File: config.mk
export PLATFORM = sky130hd
export DESIGN_NAME = clkdiv_top
export DESIGN_NICKNAME = d
export VERILOG_FILES = /design/src/rtl/clkdiv_pkg.sv /design/src/rtl/clkdiv_ratio.sv /design/src/rtl/clkdiv_count.sv /design/src/rtl/clkdiv_top.sv
export SDC_FILE = /design/constraint.sdc
export NUM_CORES = 1
export LEC_CHECK = 0
export ABC_CLOCK_PERIOD_IN_PS = 3400
export BUFFER_PORTS_ARGS = -buffer_cell sky130_fd_sc_hd__buf_2
export CORE_MARGIN = 4
export CORE_UTILIZATION = 25
export CTS_BUF_LIST = sky130_fd_sc_hd__clkbuf_16
export CTS_CLUSTER_DIAMETER = 150
export DETAILED_ROUTE_END_ITERATION = 7
export SLEW_MARGIN = 10
export SYNTH_ARGS = -nofsm -noshare
export SYNTH_HDL_FRONTEND = slang
export SYNTH_SLANG_ARGS = --single-unit
File: constraint.sdc
create_clock -name clk -period 3.4 [get_ports clk]
set_input_delay 0.68 -clock clk [delete_from_list [all_inputs] [get_ports clk]]
set_output_delay 0.68 -clock clk [all_outputs]
set_load 0.1 [all_outputs]
File: src/rtl/clkdiv_pkg.sv
package clkdiv_pkg;

  typedef enum logic [1:0] {
    DIV_CONST  = 2'd0,
    DIV_PLUS1  = 2'd1,
    DIV_DOUBLE = 2'd2,
    DIV_SHIFT  = 2'd3
  } div_mode_e;

  // Largest ratio a mode can produce for the given field width.
  function automatic int ratio_max(div_mode_e m, int cdiv, int w);
    case (m)
      DIV_CONST:  return (cdiv < 1) ? 1 : cdiv;
      DIV_PLUS1:  return 1 << w;
      DIV_DOUBLE: return 2 << w;
      default:    return 1 << ((1 << w) - 1);
    endcase
  endfunction

  function automatic int ratio_bits(div_mode_e m, int cdiv, int w);
    return $clog2(ratio_max(m, cdiv, w) + 1);
  endfunction

endpackage

File: src/rtl/clkdiv_ratio.sv
module clkdiv_ratio
  import clkdiv_pkg::*;
#(
  parameter div_mode_e MODE      = DIV_PLUS1,
  parameter int        CONST_DIV = 2,
  parameter int        FIELD_LSB = 0,
  parameter int        FIELD_W   = 3,
  parameter int        RW        = 4
) (
  input  logic [31:0]   ctrl,
  output logic [RW-1:0] ratio
);

  logic [FIELD_W-1:0] fld;
  logic               unused_ctrl;

  assign fld         = ctrl[FIELD_LSB +: FIELD_W];
  assign unused_ctrl = ^ctrl;

  generate
    if (MODE == DIV_CONST) begin : g_const
      localparam int CD = (CONST_DIV < 1) ? 1 : CONST_DIV;
      logic unused_fld;
      assign unused_fld = ^fld;
      assign ratio = RW'(CD);
    end else if (MODE == DIV_PLUS1) begin : g_plus1
      assign ratio = RW'(fld) + RW'(1);
    end else if (MODE == DIV_DOUBLE) begin : g_double
      assign ratio = (RW'(fld) + RW'(1)) << 1;
    end else begin : g_shift
      assign ratio = RW'(1) << fld;
    end
  endgenerate

endmodule

File: src/rtl/clkdiv_count.sv
module clkdiv_count #(
  parameter int RW = 4
) (
  input  logic          clk,
  input  logic          rst_n,
  input  logic          en_in,
  input  logic [RW-1:0] ratio_live,
  output logic          en_out,
  output logic [RW-1:0] cnt,
  output logic [RW-1:0] held
);

  logic [RW-1:0] eff;
  logic          term;

  // At a period start the live ratio is used; inside a period the latched one.
  assign eff    = (cnt == '0) ? ratio_live : held;
  assign term   = (cnt == eff - RW'(1));
  assign en_out = en_in & term;

  always_ff @(posedge clk) begin
    if (!rst_n) begin
      cnt  <= '0;
      held <= RW'(1);
    end else if (en_in) begin
      if (cnt == '0) held <= ratio_live;
      cnt <= term ? '0 : cnt + RW'(1);
    end
  end

endmodule

File: src/rtl/clkdiv_top.sv
module clkdiv_top
  import clkdiv_pkg::*;
#(
  parameter div_mode_e MODE      = DIV_PLUS1,
  parameter int        CONST_DIV = 2,
  parameter int        FIELD_LSB = 0,
  parameter int        FIELD_W   = 3
) (
  input  logic        clk,
  input  logic        rst_n,
  input  logic        en_in,
  input  logic [31:0] ctrl_word,
  output logic        en_out
);

  localparam int RW = ratio_bits(MODE, CONST_DIV, FIELD_W);

  logic [RW-1:0] ratio_live;
  logic [RW-1:0] cnt_q;
  logic [RW-1:0] held_q;

  clkdiv_ratio #(
    .MODE(MODE), .CONST_DIV(CONST_DIV), .FIELD_LSB(FIELD_LSB),
    .FIELD_W(FIELD_W), .RW(RW)
  ) u_ratio (
    .ctrl  (ctrl_word),
    .ratio (ratio_live)
  );

  clkdiv_count #(.RW(RW)) u_count (
    .clk        (clk),
    .rst_n      (rst_n),
    .en_in      (en_in),
    .ratio_live (ratio_live),
    .en_out     (en_out),
    .cnt        (cnt_q),
    .held       (held_q)
  );

endmodule

Word-level counts from Yosys, hierarchy flattened --
Index checks and enable logic that the tools add are counted.
Word-level totals: bits in registers 8, input bits 35, output and inout bits 1, word-level logic and storage cells 10
Operators by class: add/sub/neg operators 3, eq/ne operators 1, multiplexer cells 2, bitwise logic cells 1, reductions and logical operators 1
Operator list (number):
- $mux W4 | 2
- $add A3 B1 Y4 const B | 1
- $add A4 B1 Y4 const B | 1
- $eq A4 B4 Y1 | 1
- $logic_not A4 Y1 | 1
- $sub A4 B1 Y4 const B | 1
- $and A1 B1 Y1 | 1

Depth between registers and ports, before layout --
depth in word-level cells 5, gate-level depth with buffers 11, gate-level depth less buffers 11

Cells and area by module --
Synthesis repeated with hierarchy kept, for this count alone.
Second synthesis, totals: cells, all modules 69, area, all modules 600.6 µm²
Modules (own cells, without submodules):
- clkdiv_count | times used 1, cells an instance 65, area each 569.3 µm², seq. area each 160.2 µm²
- clkdiv_ratio | times used 1, cells an instance 4, area each 31.3 µm², seq. area each 0.0 µm²

Worst setup path after synthesis --
No wires, ideal clock.
kind input -> output, start in ctrl_word[0], end out en_out, arrival 2.660 ns, data required time 2.720 ns, path slack 0.060 ns, stages on the path 8, buffers on the path 0, cells stage by stage ha_1 mux2i_1 ha_1 xnor2_1 a21oi_1 o311ai_1 nor2_1 and2_1
On the way: word-level cells in the longest chain between the ends 5
RTL lines:
- start, declared | RTL line clkdiv_top.sv:12 | input logic [31:0] ctrl_word,
- $add A3 B1 Y4 | RTL line clkdiv_ratio.sv:27 | assign ratio = RW'(fld) + RW'(1);
- $mux W4
- $sub A4 B1 Y4 | RTL line clkdiv_count.sv:18 | assign term = (cnt == eff - RW'(1));
- $eq A4 B4 Y1 | RTL line clkdiv_count.sv:18
- $and A1 B1 Y1 | RTL line clkdiv_count.sv:19 | assign en_out = en_in & term;
- end, declared | RTL line clkdiv_top.sv:13 | output logic en_out
No other way between the ends.

Worst setup path after layout --
start reg u_count.cnt[0], end out en_out
On the way: word-level cells in the longest chain between the ends 5
RTL lines:
- start, declared | RTL line clkdiv_count.sv:9 | output logic [RW-1:0] cnt,
- start signal, assigned | RTL line clkdiv_count.sv:27 | cnt <= term ? '0 : cnt + RW'(1);
- $logic_not A4 Y1 | RTL line clkdiv_count.sv:17 | assign eff = (cnt == '0) ? ratio_live : held;
- $mux W4
- $sub A4 B1 Y4 | RTL line clkdiv_count.sv:18
- $eq A4 B4 Y1 * | RTL line clkdiv_count.sv:18
- $and A1 B1 Y1 * | RTL line clkdiv_count.sv:19
Every way passes the cells marked *; elsewhere a longest branch is shown, timed or not.

==> metrics.cfg <==
[synthesis]
synth_largest_area_cell=dfxtp_1
synth_area_per_cell_um2=8.89
synth_area_um2=578
synth_area_leaders=dfxtp_1, xnor2_1, ha_1
syn_inst=65
ys_ff_latch=8
ys_types=29
yosysTopAreaCellShare=0.277
syn_nets=104
ys.warnings.count=0
synth_seq_area_share=0.277

[global_route]
antenna_found_initial=0
grt_pass1_vias=482
use_met2=0.124
met3_usage=0.00928
gr-max-usage-layer=met2
track_usage=0.0844
use_met1=0.104
grt_pass1_wl_um=2080
grt_start_max_net_pins=13
overflow=0

[power]
peakVddDrop_v=0.000238
switching_power_mw=0.156
power-per-cell-area_mw_per_mm2=664
p_comb_frac=0.384
power_leakage_nw=0.302
seqPwrFrac=0.226
pwr-share-clk=0.391
switching_share=0.306
intPower_mw=0.353

[clocking]
path_clk_slew_ns=0.04
cts_buffers=3
cts_htree_levels=1
cts_root_buffer=clkbuf_16
clock_sinks=8
worstSkewPairLatency_ns=0.23
cts_hold_buf=0
cts_tree=done
clock_path_buffers=2

[die]
die_area_mm2=0.00315
die_y_um=56.1
core_mm2=0.00221
die_w_um=56.1
rows=17
io_pins=36
start_util=0.261

[worst_setup_path]
worst-path-max-fanout=7
crit_type=register to primary output
critPathLaunchType=register
worstPathArrival_ns=2.52
crit_path_end_kind=primary output
crit_required_ns=2.72

[timing]
worst_hold_slack_ns=0.512
finalHoldViolCount=0
slew_headroom=0.772
fin_skew_ns=0.00218
setup_viol=0
fmax_ghz=0.312
post-route-period-util=0.942
rsz0062_at_grt=false
tns_ns=0
period_needed_ns=3.20
tightestPinTransition_ns=0.341
drv_slew=0
setup_ws_ns=0.199

[drt]
wl_per_cell_um=11.8
drt_iter0_drc=5
vias=493
wl_um=1230
drc=0
firstDrtPassIters=4
ant_nets=0
via_per_inst=4.74

[place]
dp_cells=98
dp_slack_ns=0.258
port_buffers=6
dpl.hpwl_um=861
gp_congestion=0.732

[flow_run]
cap_violations=0

[finish]
instances_no_fill=104
diodes=0
nets=117
ff_latch_area_um2=161
syn2layout_area_growth_pct=32.7
drive_gt1_frac=0.263
final_core_util=0.347
layout_common_cells=dfxtp_1, xnor2_1, nand2_1, buf_2
multi_input_area_um2=413
final_common_cell=dfxtp_1
fill_cells=235

[worst_hold_path]
hold_class=register to register

[run_status]
outcome=completed

==> critical path, stage by stage (launching register included) <==
cell      delay, ns
dfxtp_2        0.34
inv_2          0.07
ha_1           0.16
nor3b_4        0.34
mux2i_1        0.24
ha_1           0.26
xnor2_1        0.14
a21oi_2        0.12
o311ai_2       0.12
nor2_1         0.15
and2_4         0.17
buf_12         0.16
==> layout make-up <==
class / instances / share of cell area
clock buffer: 3 / 0.0979
inverter: 2 / 0.00979
multi-input combinational: 53 / 0.538
sequential: 8 / 0.210
tap: 28 / 0.0457
timing repair buffer: 10 / 0.0979
==> power groups by stage <==
stage	logic (mW)	clock network [mW]	registers, mW
2_1_floorplan	0.123	0	0.111
3_5_place_dp	0.164	0	0.115
4_1_cts	0.165	0.204	0.114
3_3_place_gp	0.164	0	0.115
6_report	0.195	0.199	0.115
5_1_grt	0.215	0.210	0.116
==> Yosys cell counts, drive strengths merged <==
library cell and n:
a21oi 2, nor3b 1, and2 2, inv 2, buf 1, o21ai 3, clkbuf 1, o2111a 1
nor3 1, xor2 1, o2bb2ai 1, nor2b 3, mux2i 4, o22ai 1, nand2 5, a21boi 4
o311ai 1, nand3 1, ha 4, o211ai 2, and2b 1, xnor2 6, dfxtp 8, nand4 2
nor2 2, or2b 1, nand2b 4
==> metal layers <==
metal  wire length (um)  vias up
met5                  0        -
met3                 36        4
met1                581      225
li1                   -      255
met4                 48        0
met2                565        9
==> path summary, 6_finish.rpt <==
| check | startpoint | end | slack [ns] | cells after the start |
|---|---|---|---|---|
| worst min-delay path | u_count.held[3] | u_count.held[3] | 0.51 | 2 |
| worst max-delay path | u_count.cnt[0] | en_out | 0.20 | 11 |
| worst max register to register | u_count.cnt[0] | u_count.cnt[1] | 1.07 | 11 |
| worst min register to register | u_count.held[3] | u_count.held[3] | 0.51 | 2 |
==> cells by family after synthesis <==
kind of cell,after synthesis,synth area share
AOI/OAI and AO/OA,15,0.182
xor gates and xnor gates,7,0.106
adders and majority gates,4,0.0866
buffers and inverters,4,0.0390
DFF,8,0.277
muxes,4,0.0693
and+or+nand+nor,23,0.240
==> state kept, by name, summed over array words and instances, names as in the netlist <==
name	count
u_count.held	4
u_count.cnt	4
==> repair_timing <==
| action | CTS | global route |
|---|---|---|
| endpoints found under the hold margin | 0 | 0 |
| buffers inserted | 0 | 3 |
| resized for setup | 0 | 7 |
| endpoints found under the setup margin | 0 | 1 |
==> stage by stage <==
stage / total power, mW / area, um2
CTS: 0.483 / 726
finish: 0.509 / 767
global placement: 0.279 / 651
floorplan: 0.234 / 578
global route: 0.541 / 767
detailed placement: 0.279 / 651
(Power assumes the default switching activity.)
